**config.mk**
```make
export PLATFORM = sky130hd
export DESIGN_NAME = txring_engine
export DESIGN_NICKNAME = d
export VERILOG_FILES = /design/src/rtl/txr_pkg.sv /design/src/rtl/txr_regs.sv /design/src/rtl/txr_lane.sv /design/src/rtl/txr_ctrl.sv /design/src/rtl/txring_engine.sv
export SDC_FILE = /design/constraint.sdc
export NUM_CORES = 1
export LEC_CHECK = 0
export ABC_AREA = 1
export ABC_CLOCK_PERIOD_IN_PS = 7400
export BUFFER_PORTS_ARGS = -buffer_cell sky130_fd_sc_hd__buf_2
export CORE_MARGIN = 8
export CORE_UTILIZATION = 64
export CTS_CLUSTER_DIAMETER = 150
export DETAILED_ROUTE_END_ITERATION = 8
export PLACE_DENSITY = 0.91
export SKIP_CTS_REPAIR_TIMING = 1
export SLEW_MARGIN = 10
export SYNTH_ARGS = -nofsm -noshare
export SYNTH_HDL_FRONTEND = slang
export SYNTH_SLANG_ARGS = --single-unit
```
**constraint.sdc**
```tcl
create_clock -name clk -period 7.4 [get_ports clk]
set_input_delay 0.74 -clock clk [delete_from_list [all_inputs] [get_ports clk]]
set_output_delay 0.74 -clock clk [all_outputs]
set_load 0.01 [all_outputs]
```
**src/rtl/txr_pkg.sv**
```systemverilog
package txr_pkg;

  localparam int ADDR_W = 32;
  localparam int DATA_W = 32;
  localparam int IDX_W  = 16;
  localparam int LEN_W  = 14;
  localparam int OWN_BIT = 15;
  localparam int DESC_SHIFT = 4;

  localparam logic [4:0] OFS_BASE = 5'h00;
  localparam logic [4:0] OFS_SIZE = 5'h04;
  localparam logic [4:0] OFS_PROD = 5'h08;
  localparam logic [4:0] OFS_PROG = 5'h0C;
  localparam logic [4:0] OFS_HALT = 5'h10;
  localparam logic [4:0] OFS_EVT  = 5'h14;

  typedef enum logic [2:0] {
    ST_IDLE, ST_CTL, ST_BUF, ST_WORD, ST_SEND, ST_WB
  } txr_state_e;

  function automatic logic [IDX_W-1:0] ring_mask(input logic [3:0] lg);
    return IDX_W'((32'd1 << lg) - 32'd1);
  endfunction

  function automatic logic [IDX_W-1:0] vis_idx(input logic [IDX_W-1:0] ret,
                                               input logic [IDX_W-1:0] prod,
                                               input logic [IDX_W-1:0] mask,
                                               input int cap);
    logic [IDX_W-1:0] pend;
    logic [IDX_W-1:0] take;
    pend = (prod - ret) & mask;
    take = (pend > IDX_W'(cap)) ? IDX_W'(cap) : pend;
    return (ret + take) & mask;
  endfunction

  function automatic logic [ADDR_W-1:0] desc_addr(input logic [ADDR_W-1:0] base,
                                                  input logic [IDX_W-1:0] idx);
    return base + (ADDR_W'(idx) << DESC_SHIFT);
  endfunction

endpackage

```
**src/rtl/txr_regs.sv**
```systemverilog
module txr_regs
  import txr_pkg::*;
#(
  parameter int MAX_LOG2 = 8,
  parameter int VIS_CAP  = 4
) (
  input  logic              clk,
  input  logic              rst_n,
  input  logic              reg_we,
  input  logic [4:0]        reg_addr,
  input  logic [31:0]       reg_wdata,
  output logic [31:0]       reg_rdata,
  input  logic              ret_adv,
  output logic [ADDR_W-1:0] base,
  output logic [IDX_W-1:0]  ret_idx,
  output logic              pending,
  output logic              halt,
  output logic              irq
);

  logic [ADDR_W-1:0] base_q;
  logic [3:0]        size_q;
  logic [IDX_W-1:0]  prod_q;
  logic [IDX_W-1:0]  ret_q;
  logic              halt_q;
  logic              evt_q;
  logic [IDX_W-1:0]  mask;
  logic [IDX_W-1:0]  vis;
  logic [3:0]        size_wr;

  assign mask = ring_mask(size_q);
  assign vis  = vis_idx(ret_q, prod_q, mask, VIS_CAP);

  always_comb begin
    size_wr = reg_wdata[3:0];
    if (size_wr == 4'd0) size_wr = 4'd1;
    else if (size_wr > 4'(MAX_LOG2)) size_wr = 4'(MAX_LOG2);
  end

  always_ff @(posedge clk) begin
    if (!rst_n) begin
      base_q <= '0;
      size_q <= 4'd2;
      prod_q <= '0;
      ret_q  <= '0;
      halt_q <= 1'b1;
      evt_q  <= 1'b0;
    end else begin
      if (reg_we) begin
        case (reg_addr)
          OFS_BASE: base_q <= reg_wdata;
          OFS_SIZE: size_q <= size_wr;
          OFS_PROD: prod_q <= reg_wdata[IDX_W-1:0] & mask;
          OFS_HALT: halt_q <= reg_wdata[0];
          default: ;
        endcase
      end
      if (ret_adv) ret_q <= (ret_q + 1'b1) & mask;
      if (ret_adv) evt_q <= 1'b1;
      else if (reg_we && reg_addr == OFS_EVT && reg_wdata[0]) evt_q <= 1'b0;
    end
  end

  always_comb begin
    case (reg_addr)
      OFS_BASE: reg_rdata = base_q;
      OFS_SIZE: reg_rdata = {28'd0, size_q};
      OFS_PROD: reg_rdata = 32'(prod_q);
      OFS_PROG: reg_rdata = {vis, ret_q};
      OFS_HALT: reg_rdata = {31'd0, halt_q};
      OFS_EVT:  reg_rdata = {31'd0, evt_q};
      default:  reg_rdata = '0;
    endcase
  end

  assign base    = base_q;
  assign ret_idx = ret_q;
  assign pending = (prod_q != ret_q);
  assign halt    = halt_q;
  assign irq     = evt_q;

  // A return always raises the event flag on the next cycle.
  assert_evt_on_return_R7: assert property (@(posedge clk) disable iff (!rst_n)
    ret_adv |=> irq);

  // The returned index moves only when a descriptor is handed back.
  assert_ret_only_on_return_R6: assert property (@(posedge clk) disable iff (!rst_n)
    !ret_adv |=> $stable(ret_q));

endmodule

```
**src/rtl/txr_lane.sv**
```systemverilog
module txr_lane
  import txr_pkg::*;
#(
  parameter int NB = DATA_W / 8
) (
  input  logic [8*NB-1:0]        word,
  input  logic [$clog2(NB)-1:0]  lane,
  input  logic [LEN_W-1:0]       remain,
  output logic [7:0]             byte_out,
  output logic                   last
);

  logic [7:0] lanes [NB];

  for (genvar g = 0; g < NB; g++) begin : g_lane
    assign lanes[g] = word[8*g +: 8];
  end

  assign byte_out = lanes[lane];
  assign last     = (remain == LEN_W'(1));

endmodule

```
**src/rtl/txr_ctrl.sv**
```systemverilog
module txr_ctrl
  import txr_pkg::*;
#(
  parameter int NB = DATA_W / 8
) (
  input  logic              clk,
  input  logic              rst_n,
  input  logic              halt,
  input  logic              pending,
  input  logic [ADDR_W-1:0] base,
  input  logic [IDX_W-1:0]  ret_idx,
  output logic              mem_req,
  output logic              mem_we,
  output logic [ADDR_W-1:0] mem_addr,
  output logic [DATA_W-1:0] mem_wdata,
  input  logic              mem_ack,
  input  logic [DATA_W-1:0] mem_rdata,
  output logic              ret_adv,
  output logic              tx_valid,
  input  logic              tx_ready,
  output logic [7:0]        tx_data,
  output logic              tx_last
);

  localparam int LANE_W = $clog2(NB);

  txr_state_e        st;
  logic [DATA_W-1:0] ctl_q;
  logic [DATA_W-1:0] word_q;
  logic [ADDR_W-1:0] cur_q;
  logic [LEN_W-1:0]  remain_q;
  logic [ADDR_W-1:0] dsc;
  logic              beat;
  logic              lane_end;

  assign dsc      = desc_addr(base, ret_idx);
  assign beat     = tx_valid && tx_ready;
  assign lane_end = (cur_q[LANE_W-1:0] == LANE_W'(NB - 1));

  always_ff @(posedge clk) begin
    if (!rst_n) begin
      st       <= ST_IDLE;
      ctl_q    <= '0;
      word_q   <= '0;
      cur_q    <= '0;
      remain_q <= '0;
    end else begin
      case (st)
        ST_IDLE: if (!halt && pending) st <= ST_CTL;
        ST_CTL: if (mem_ack) begin
          ctl_q <= mem_rdata;
          if (!mem_rdata[OWN_BIT])                  st <= ST_IDLE;
          else if (mem_rdata[LEN_W-1:0] == '0)      st <= ST_WB;
          else                                      st <= ST_BUF;
        end
        ST_BUF: if (mem_ack) begin
          cur_q    <= ADDR_W'(mem_rdata);
          remain_q <= ctl_q[LEN_W-1:0];
          st       <= ST_WORD;
        end
        ST_WORD: if (mem_ack) begin
          word_q <= mem_rdata;
          st     <= ST_SEND;
        end
        ST_SEND: if (beat) begin
          cur_q    <= cur_q + 1'b1;
          remain_q <= remain_q - 1'b1;
          if (remain_q == LEN_W'(1)) st <= ST_WB;
          else if (lane_end)         st <= ST_WORD;
        end
        ST_WB: if (mem_ack) st <= ST_IDLE;
        default: st <= ST_IDLE;
      endcase
    end
  end

  always_comb begin
    mem_req = (st == ST_CTL) || (st == ST_BUF) || (st == ST_WORD) || (st == ST_WB);
    mem_we  = (st == ST_WB);
    case (st)
      ST_BUF:  mem_addr = dsc + ADDR_W'(4);
      ST_WORD: mem_addr = {cur_q[ADDR_W-1:LANE_W], LANE_W'(0)};
      default: mem_addr = dsc;
    endcase
  end

  assign mem_wdata = ctl_q & ~(DATA_W'(1) << OWN_BIT);
  assign ret_adv   = (st == ST_WB) && mem_ack;
  assign tx_valid  = (st == ST_SEND);

  txr_lane #(.NB(NB)) u_lane (
    .word     (word_q),
    .lane     (cur_q[LANE_W-1:0]),
    .remain   (remain_q),
    .byte_out (tx_data),
    .last     (tx_last)
  );

  assert_mem_hold_R11: assert property (@(posedge clk) disable iff (!rst_n)
    mem_req && !mem_ack |=> mem_req && $stable(mem_addr) && $stable(mem_we));

  assert_tx_hold_R5: assert property (@(posedge clk) disable iff (!rst_n)
    tx_valid && !tx_ready |=> tx_valid && $stable(tx_data) && $stable(tx_last));

  assert_halt_quiet_R2: assert property (@(posedge clk) disable iff (!rst_n)
    (st == ST_IDLE) && halt |=> !mem_req);

  assert_last_then_wb_R7: assert property (@(posedge clk) disable iff (!rst_n)
    beat && tx_last |=> mem_req && mem_we);

  assert_wb_owner_clear_R7: assert property (@(posedge clk) disable iff (!rst_n)
    mem_req && mem_we |-> !mem_wdata[OWN_BIT]);

endmodule

```
**src/rtl/txring_engine.sv**
```systemverilog
module txring_engine
  import txr_pkg::*;
#(
  parameter int MAX_LOG2 = 8,
  parameter int VIS_CAP  = 4
) (
  input  logic              clk,
  input  logic              rst_n,
  input  logic              reg_we,
  input  logic [4:0]        reg_addr,
  input  logic [31:0]       reg_wdata,
  output logic [31:0]       reg_rdata,
  output logic              mem_req,
  output logic              mem_we,
  output logic [ADDR_W-1:0] mem_addr,
  output logic [DATA_W-1:0] mem_wdata,
  input  logic              mem_ack,
  input  logic [DATA_W-1:0] mem_rdata,
  output logic              tx_valid,
  input  logic              tx_ready,
  output logic [7:0]        tx_data,
  output logic              tx_last,
  output logic              irq
);

  logic [ADDR_W-1:0] base;
  logic [IDX_W-1:0]  ret_idx;
  logic              pending;
  logic              halt;
  logic              ret_adv;

  txr_regs #(.MAX_LOG2(MAX_LOG2), .VIS_CAP(VIS_CAP)) u_regs (
    .clk       (clk),
    .rst_n     (rst_n),
    .reg_we    (reg_we),
    .reg_addr  (reg_addr),
    .reg_wdata (reg_wdata),
    .reg_rdata (reg_rdata),
    .ret_adv   (ret_adv),
    .base      (base),
    .ret_idx   (ret_idx),
    .pending   (pending),
    .halt      (halt),
    .irq       (irq)
  );

  txr_ctrl u_ctrl (
    .clk       (clk),
    .rst_n     (rst_n),
    .halt      (halt),
    .pending   (pending),
    .base      (base),
    .ret_idx   (ret_idx),
    .mem_req   (mem_req),
    .mem_we    (mem_we),
    .mem_addr  (mem_addr),
    .mem_wdata (mem_wdata),
    .mem_ack   (mem_ack),
    .mem_rdata (mem_rdata),
    .ret_adv   (ret_adv),
    .tx_valid  (tx_valid),
    .tx_ready  (tx_ready),
    .tx_data   (tx_data),
    .tx_last   (tx_last)
  );

endmodule

```
; Word-level counts from Yosys, hierarchy flattened
; Cells that the tools add are included.
[classes]
addsub = 8
n_lt_le_gt_ge = 3
n_eq_ne = 20
n_shift = 1
muxes = 27
bitwise_logic = 5
reduce_logical = 23
[op_table]
columns = operator, count
row1 = 32-bit case mux with 6 select lines, 1
row2 = 32-bit case mux with 2 select lines, 2
row3 = 16-bit bitwise AND, 4
row4 = 32-bit 2-to-1 mux, 2
row5 = 32-bit by 1-bit adder with 32-bit output (second input constant), 1
row6 = 32-bit by 20-bit adder with 32-bit output, 1
row7 = 32-bit by 3-bit adder with 32-bit output (second input constant), 1
row8 = 3-bit 2-to-1 mux, 10
row9 = 14-bit 2-to-1 mux, 2
row10 = 14-bit case mux with 2 select lines, 1
row11 = 3-bit case mux with 6 select lines, 1
row12 = 16-bit by 1-bit adder with 16-bit output (second input constant), 1
row13 = 16-bit adder, 1
row14 = 8-bit binary-select mux with 2-bit select, 1
row15 = 16-bit by 3-bit > comparator with 1-bit output (second input constant), 1
row16 = 16-bit 2-to-1 mux, 1
row17 = 8-bit 2-to-1 mux, 2
row18 = 16-bit inequality test, 1
row19 = 1-bit by 4-bit << shifter with 16-bit output (first input constant), 1
row20 = 16-bit by 1-bit subtractor with 16-bit output (second input constant), 1
row21 = 16-bit subtractor, 1
row22 = 14-bit by 1-bit equality test with 1-bit output (second input constant), 1
row23 = 14-bit zero test, 1
row24 = 14-bit by 1-bit subtractor with 14-bit output (second input constant), 1
row25 = 25 further kinds, 47
[word_totals]
reg_bits = 183
out_inout_bits = 109

; Logic depth before layout (Yosys ltp)
[logic_depth]
word_depth = 8
ltp_mapped = 29
depth_no_buf = 29

; Modules after synthesis
; A second synthesis with hierarchy kept.
[hier_totals]
hier_cells = 2408
area_unflattened_um2 = 14707.9
[by_module_without_submodules]
columns = module, n_inst, cells_per_inst, area_per_inst_um2, seq_area_each_um2
row1 = txr_ctrl, 1, 1500, 9027.4, 2242.2
row2 = txr_regs, 1, 826, 5298.8, 1401.3
row3 = txr_lane, 1, 82, 381.6, 0.0

; Worst setup path after synthesis
; OpenSTA, ideal clock, no wires.
[synth_path]
path_kind = register to output
from = register u_regs.ret_q[0] (netlist: u_regs.ret_idx[0])
to = output reg_rdata[28]
t_arrival_ns = 3.942
t_required_ns = 6.660
slack_ns = 2.718
path_stages_with_launch = 26
path_buffers = 0
cell_sequence = dfxtp_1 ha_1 fa_1 o21ai_0 nand2_1 nand3_1 nand3_1 nand2_1 nand2_1 nand3_1 nand4_1 nor2_1 o21ai_0 nor2_1 ha_1 inv_1 fa_1 o21a_1 o21ai_0 nand2_1 nand2_1 a21boi_0 o21ai_0 a21oi_1 o21ai_0 o21ai_0
[synth_between]
elab_chain_cells = 7
[synth_rtl]
columns = element, line
row1 = "start, declared", txr_regs.sv:24  ; logic [IDX_W-1:0] ret_q;
row2 = "start signal, assigned", txr_regs.sv:58  ; if (ret_adv) ret_q <= (ret_q + 1'b1) & mask;
row3 = 16-bit subtractor, txr_pkg.sv:31  ; pend = (prod - ret) & mask;
row4 = 16-bit bitwise AND, txr_pkg.sv:31
row5 = 16-bit by 3-bit > comparator with 1-bit output, txr_pkg.sv:32  ; take = (pend > IDX_W'(cap)) ? IDX_W'(cap) : pend;
row6 = 16-bit 2-to-1 mux, txr_pkg.sv:32
row7 = 16-bit adder *, txr_pkg.sv:33  ; return (ret + take) & mask;
row8 = 16-bit bitwise AND *, txr_pkg.sv:33
row9 = 32-bit case mux with 6 select lines *, txr_regs.sv:65  ; case (reg_addr)
row10 = "end, declared", txring_engine.sv:12  ; output logic [31:0] reg_rdata,
; Mark *: on every way between the ends. The rest lies on a longest branch, timed or not.

; Final worst setup path
; Ends and elaborated chain as after synthesis.

==> metrics.yaml <==
sta:
  drv_slew: 0
  rsz0062_at_grt: "no"
  period_share_pct: 84.25
  fin_ws_ps: 1165
  fin_crit_ps: 6235
  hold_ws_ps: 467.1
  skew_ps: 12.79
  slew_headroom_pct: 27.27
  finalSetupViolCount: 0
  finalHoldViolCount: 0
  fmax_mhz: 160.4
  worstMarginPinSlew_ps: 1090
  finalSetupTns_ps: 0
clock_tree:
  cts_sinks: 182
  htreeDepth: 4
  clkTransAtPathRegs_ps: 90
  cts-root-buf: "clkbuf_16"
  cts_made_buffers: 17
  cts_tree: "built"
  clock_latency_ps: 450
  clk_path_buf_depth: 2
floorplan:
  rows: 53
  fp.coreArea_sq_mm: 0.02102
  start_util_pct: 65.12
  fp.dieH_microns: 162.2
  pin_count: 183
  die_area_sq_mm: 0.02632
  die_x_microns: 162.2
power:
  ir_worst_vdd_v: 0.0001593
  cellPowerDensity_mw_per_mm2: 161.3
  leakage_nw: 7.071
job:
  maxCapViolCount: 0
routing:
  wl_met3_microns: 5885
  highest_layer: "met4"
  detail-route-antenna-nets: 0
  wl_per_cell_microns: 18.78
  drt_iter0_drc: 2069
  met2_length_microns: 22190
  first_pass_iters: 6
  routed_wl_microns: 49750
  via_count: 16180
  route.detailed.drc: 0
  met1Wirelength_microns: 19540
  via_per_inst: 6.108
global_routing:
  grt_max_degree: 89
  track_usage_pct: 36.77
  gr-total-overflow: 0
  antenna_found_initial: 0
  grt_pass1_vias: 15280
  grt_first_pass_wirelength_microns: 78960
yosys:
  ys_seq_area_share_pct: 26.62
  avgSynthCellArea_sq_um: 6.158
  ys_ff_latch: 182
  ys_async_sr_fraction_pct: 0
  synth_warnings: 0
  syn_area_sq_mm: 0.01369
  synthFlopType: "dfxtp_1"
  synth-edff-count: 0
  netlist_instances: 2223
  yosysTopAreaCellShare_pct: 26.62
  ys_top_cells_by_area: "dfxtp_1 (27%), nand2_1 (15%), a21oi_1 (7.6%), inv_1 (7.2%), o21ai_0 (6.2%)"
  synth.distinct_cells: 59
  synth_top_cell_by_area: "dfxtp_1"
worst_setup_path:
  cpMaxStageDelayCell: "o21ai_0"
  crit_type: "flip-flop to output pin"
  startpoint_type: "flip-flop"
  cp_max_fo: 6
  cp-end-kind: "output pin"
  cp_data_required_time_ps: 6660
  cp_common_cell: "o21ai_0"
  crit_arrival_ps: 5490
  cpPeakStageDelay_ps: 440
final_layout:
  final_cell_area_sq_mm: 0.01542
  multiInputGateArea_sq_mm: 0.008707
  drive_above_1_share_pct: 13.69
  nNetsFinal: 2490
  seqCellArea_sq_mm: 0.003643
  n_fill_cell: 1807
  n_antenna_cell: 0
  syn_to_final_growth_pct: 12.68
place:
  dp_hpwl_microns: 37500
  place_ws_ps: 1752
  placed_area_sq_mm: 0.01476
  routabilityCongestion: 1.003
  port_buffers: 181
status:
  status: "finished clean"
worst_hold_path:
  hold_class: "flip-flop to flip-flop"
per-layer routing:
metal	up-vias	global-route usage, %
met5	-	0
met4	0	17.30
met3	172	8.200
met2	1006	57.75
met1	7361	47.05
li1	7642	-
layout by cell type, fill, tap and decap left out, drive strengths merged, types with 6 or more instances in the layout:
| cell | n |
|---|---|
| clkinv | 6 |
| nor2 | 236 |
| nand2 | 554 |
| nand3b | 8 |
| o22ai | 23 |
| buf | 194 |
| a211oi | 16 |
| or2 | 8 |
| o31ai | 7 |
| o211ai | 29 |
| ha | 52 |
| xnor2 | 7 |
| nor4 | 11 |
| inv | 293 |
| nor3 | 41 |
| clkbuf | 17 |
| o21ai | 174 |
| nand4 | 38 |
| a21oi | 208 |
| conb | 13 |
| xor2 | 38 |
| nand3 | 173 |
| dfxtp | 182 |
| o221ai | 9 |
| a221oi | 6 |
| a31oi | 7 |
flip-flops by register name, indices dropped and copies added (netlist names):
signal           count
u_ctrl.ctl_q        31
u_ctrl.cur_q        32
u_ctrl.remain_q     14
u_ctrl.st            3
u_ctrl.word_q       32
u_regs.base         32
u_regs.halt          1
u_regs.irq           1
u_regs.prod_q       16
u_regs.ret_idx      16
u_regs.size_q        4
through the flow:
stage,util [%],cells,power (mW)
finish,73.37,2649,2.488
global route,73.37,2649,2.572
CTS,73.37,2649,2.479
detailed placement,70.23,2617,1.482
global placement,70.23,2617,1.469
floorplan,-,2235,1.334
worst max-delay path, delay by kind of cell (launching register included):
family,cells,cell delay (ps)
DFF,1,390
buffers and inverters,2,200
adders and majority gates,4,1300
and+or+nand+nor,11,1240
AOI/OAI and AO/OA,9,1910
path summary, 6_finish.rpt:
| path | depth (start not counted) | end | slack [ps] | start |
|---|---|---|---|---|
| max | 26 | reg_rdata[28] | 1170 | u_regs.ret_idx[0] |
| min | 2 | u_ctrl.word_q[0] | 470 | u_ctrl.word_q[0] |
| max reg2reg | 11 | u_ctrl.cur_q[13] | 3590 | u_ctrl.st[1] |
| min reg2reg | 2 | u_ctrl.word_q[0] | 470 | u_ctrl.word_q[0] |
cells in the mapped netlist, types with 3 or more instances:
library cell / count
nor2_4: 5
nor3_2: 4
nor2_1: 208
a211oi_1: 16
nor2_2: 23
a221oi_1: 6
nand4_1: 38
nand3b_1: 7
nand2_2: 19
fa_1: 3
ha_1: 52
a21oi_1: 207
o211ai_1: 29
or2_2: 6
xnor2_1: 7
o21ai_0: 170
nor4_1: 9
xor2_1: 38
buf_2: 9
nand3_1: 163
o221ai_1: 9
clkbuf_1: 71
nand2_1: 535
nand3_2: 9
buf_1: 4
o22ai_1: 22
inv_2: 18
o21ai_1: 4
dfxtp_1: 182
o31ai_1: 7
nor3_1: 35
inv_1: 264
a31oi_1: 7
layout make-up:
type / instances / share of cell area (%)
Clock buffer: 17 / 2.758
Timing Repair Buffer: 194 / 6.506
Multi-Input combinational cell: 1682 / 56.45
Inverter: 284 / 6.912
Clock inverter: 15 / 1.517
Sequential cell: 182 / 23.62
Tap cell: 275 / 2.231
power by group:
part	total (mW)	switching, mW	internal (mW)
Clock	1.01	0.526	0.486
Combinational	0.406	0.281	0.125
Sequential	1.07	0.0458	1.02
Total	2.49	0.853	1.64
cells by family (layout without fill, tap and decap cells):
logic type	count (synthesis)	after routing	synth area share (%)
DFF	182	182	26.62
AOI/OAI and AO/OA	496	496	20.27
and+or+nand+nor	1073	1073	34.70
other	1	13	0.02740
adders and majority gates	55	55	5.192
buffers and inverters	371	510	10.32
xor gates and xnor gates	45	45	2.879
Power figures use the tool's default switching activity.
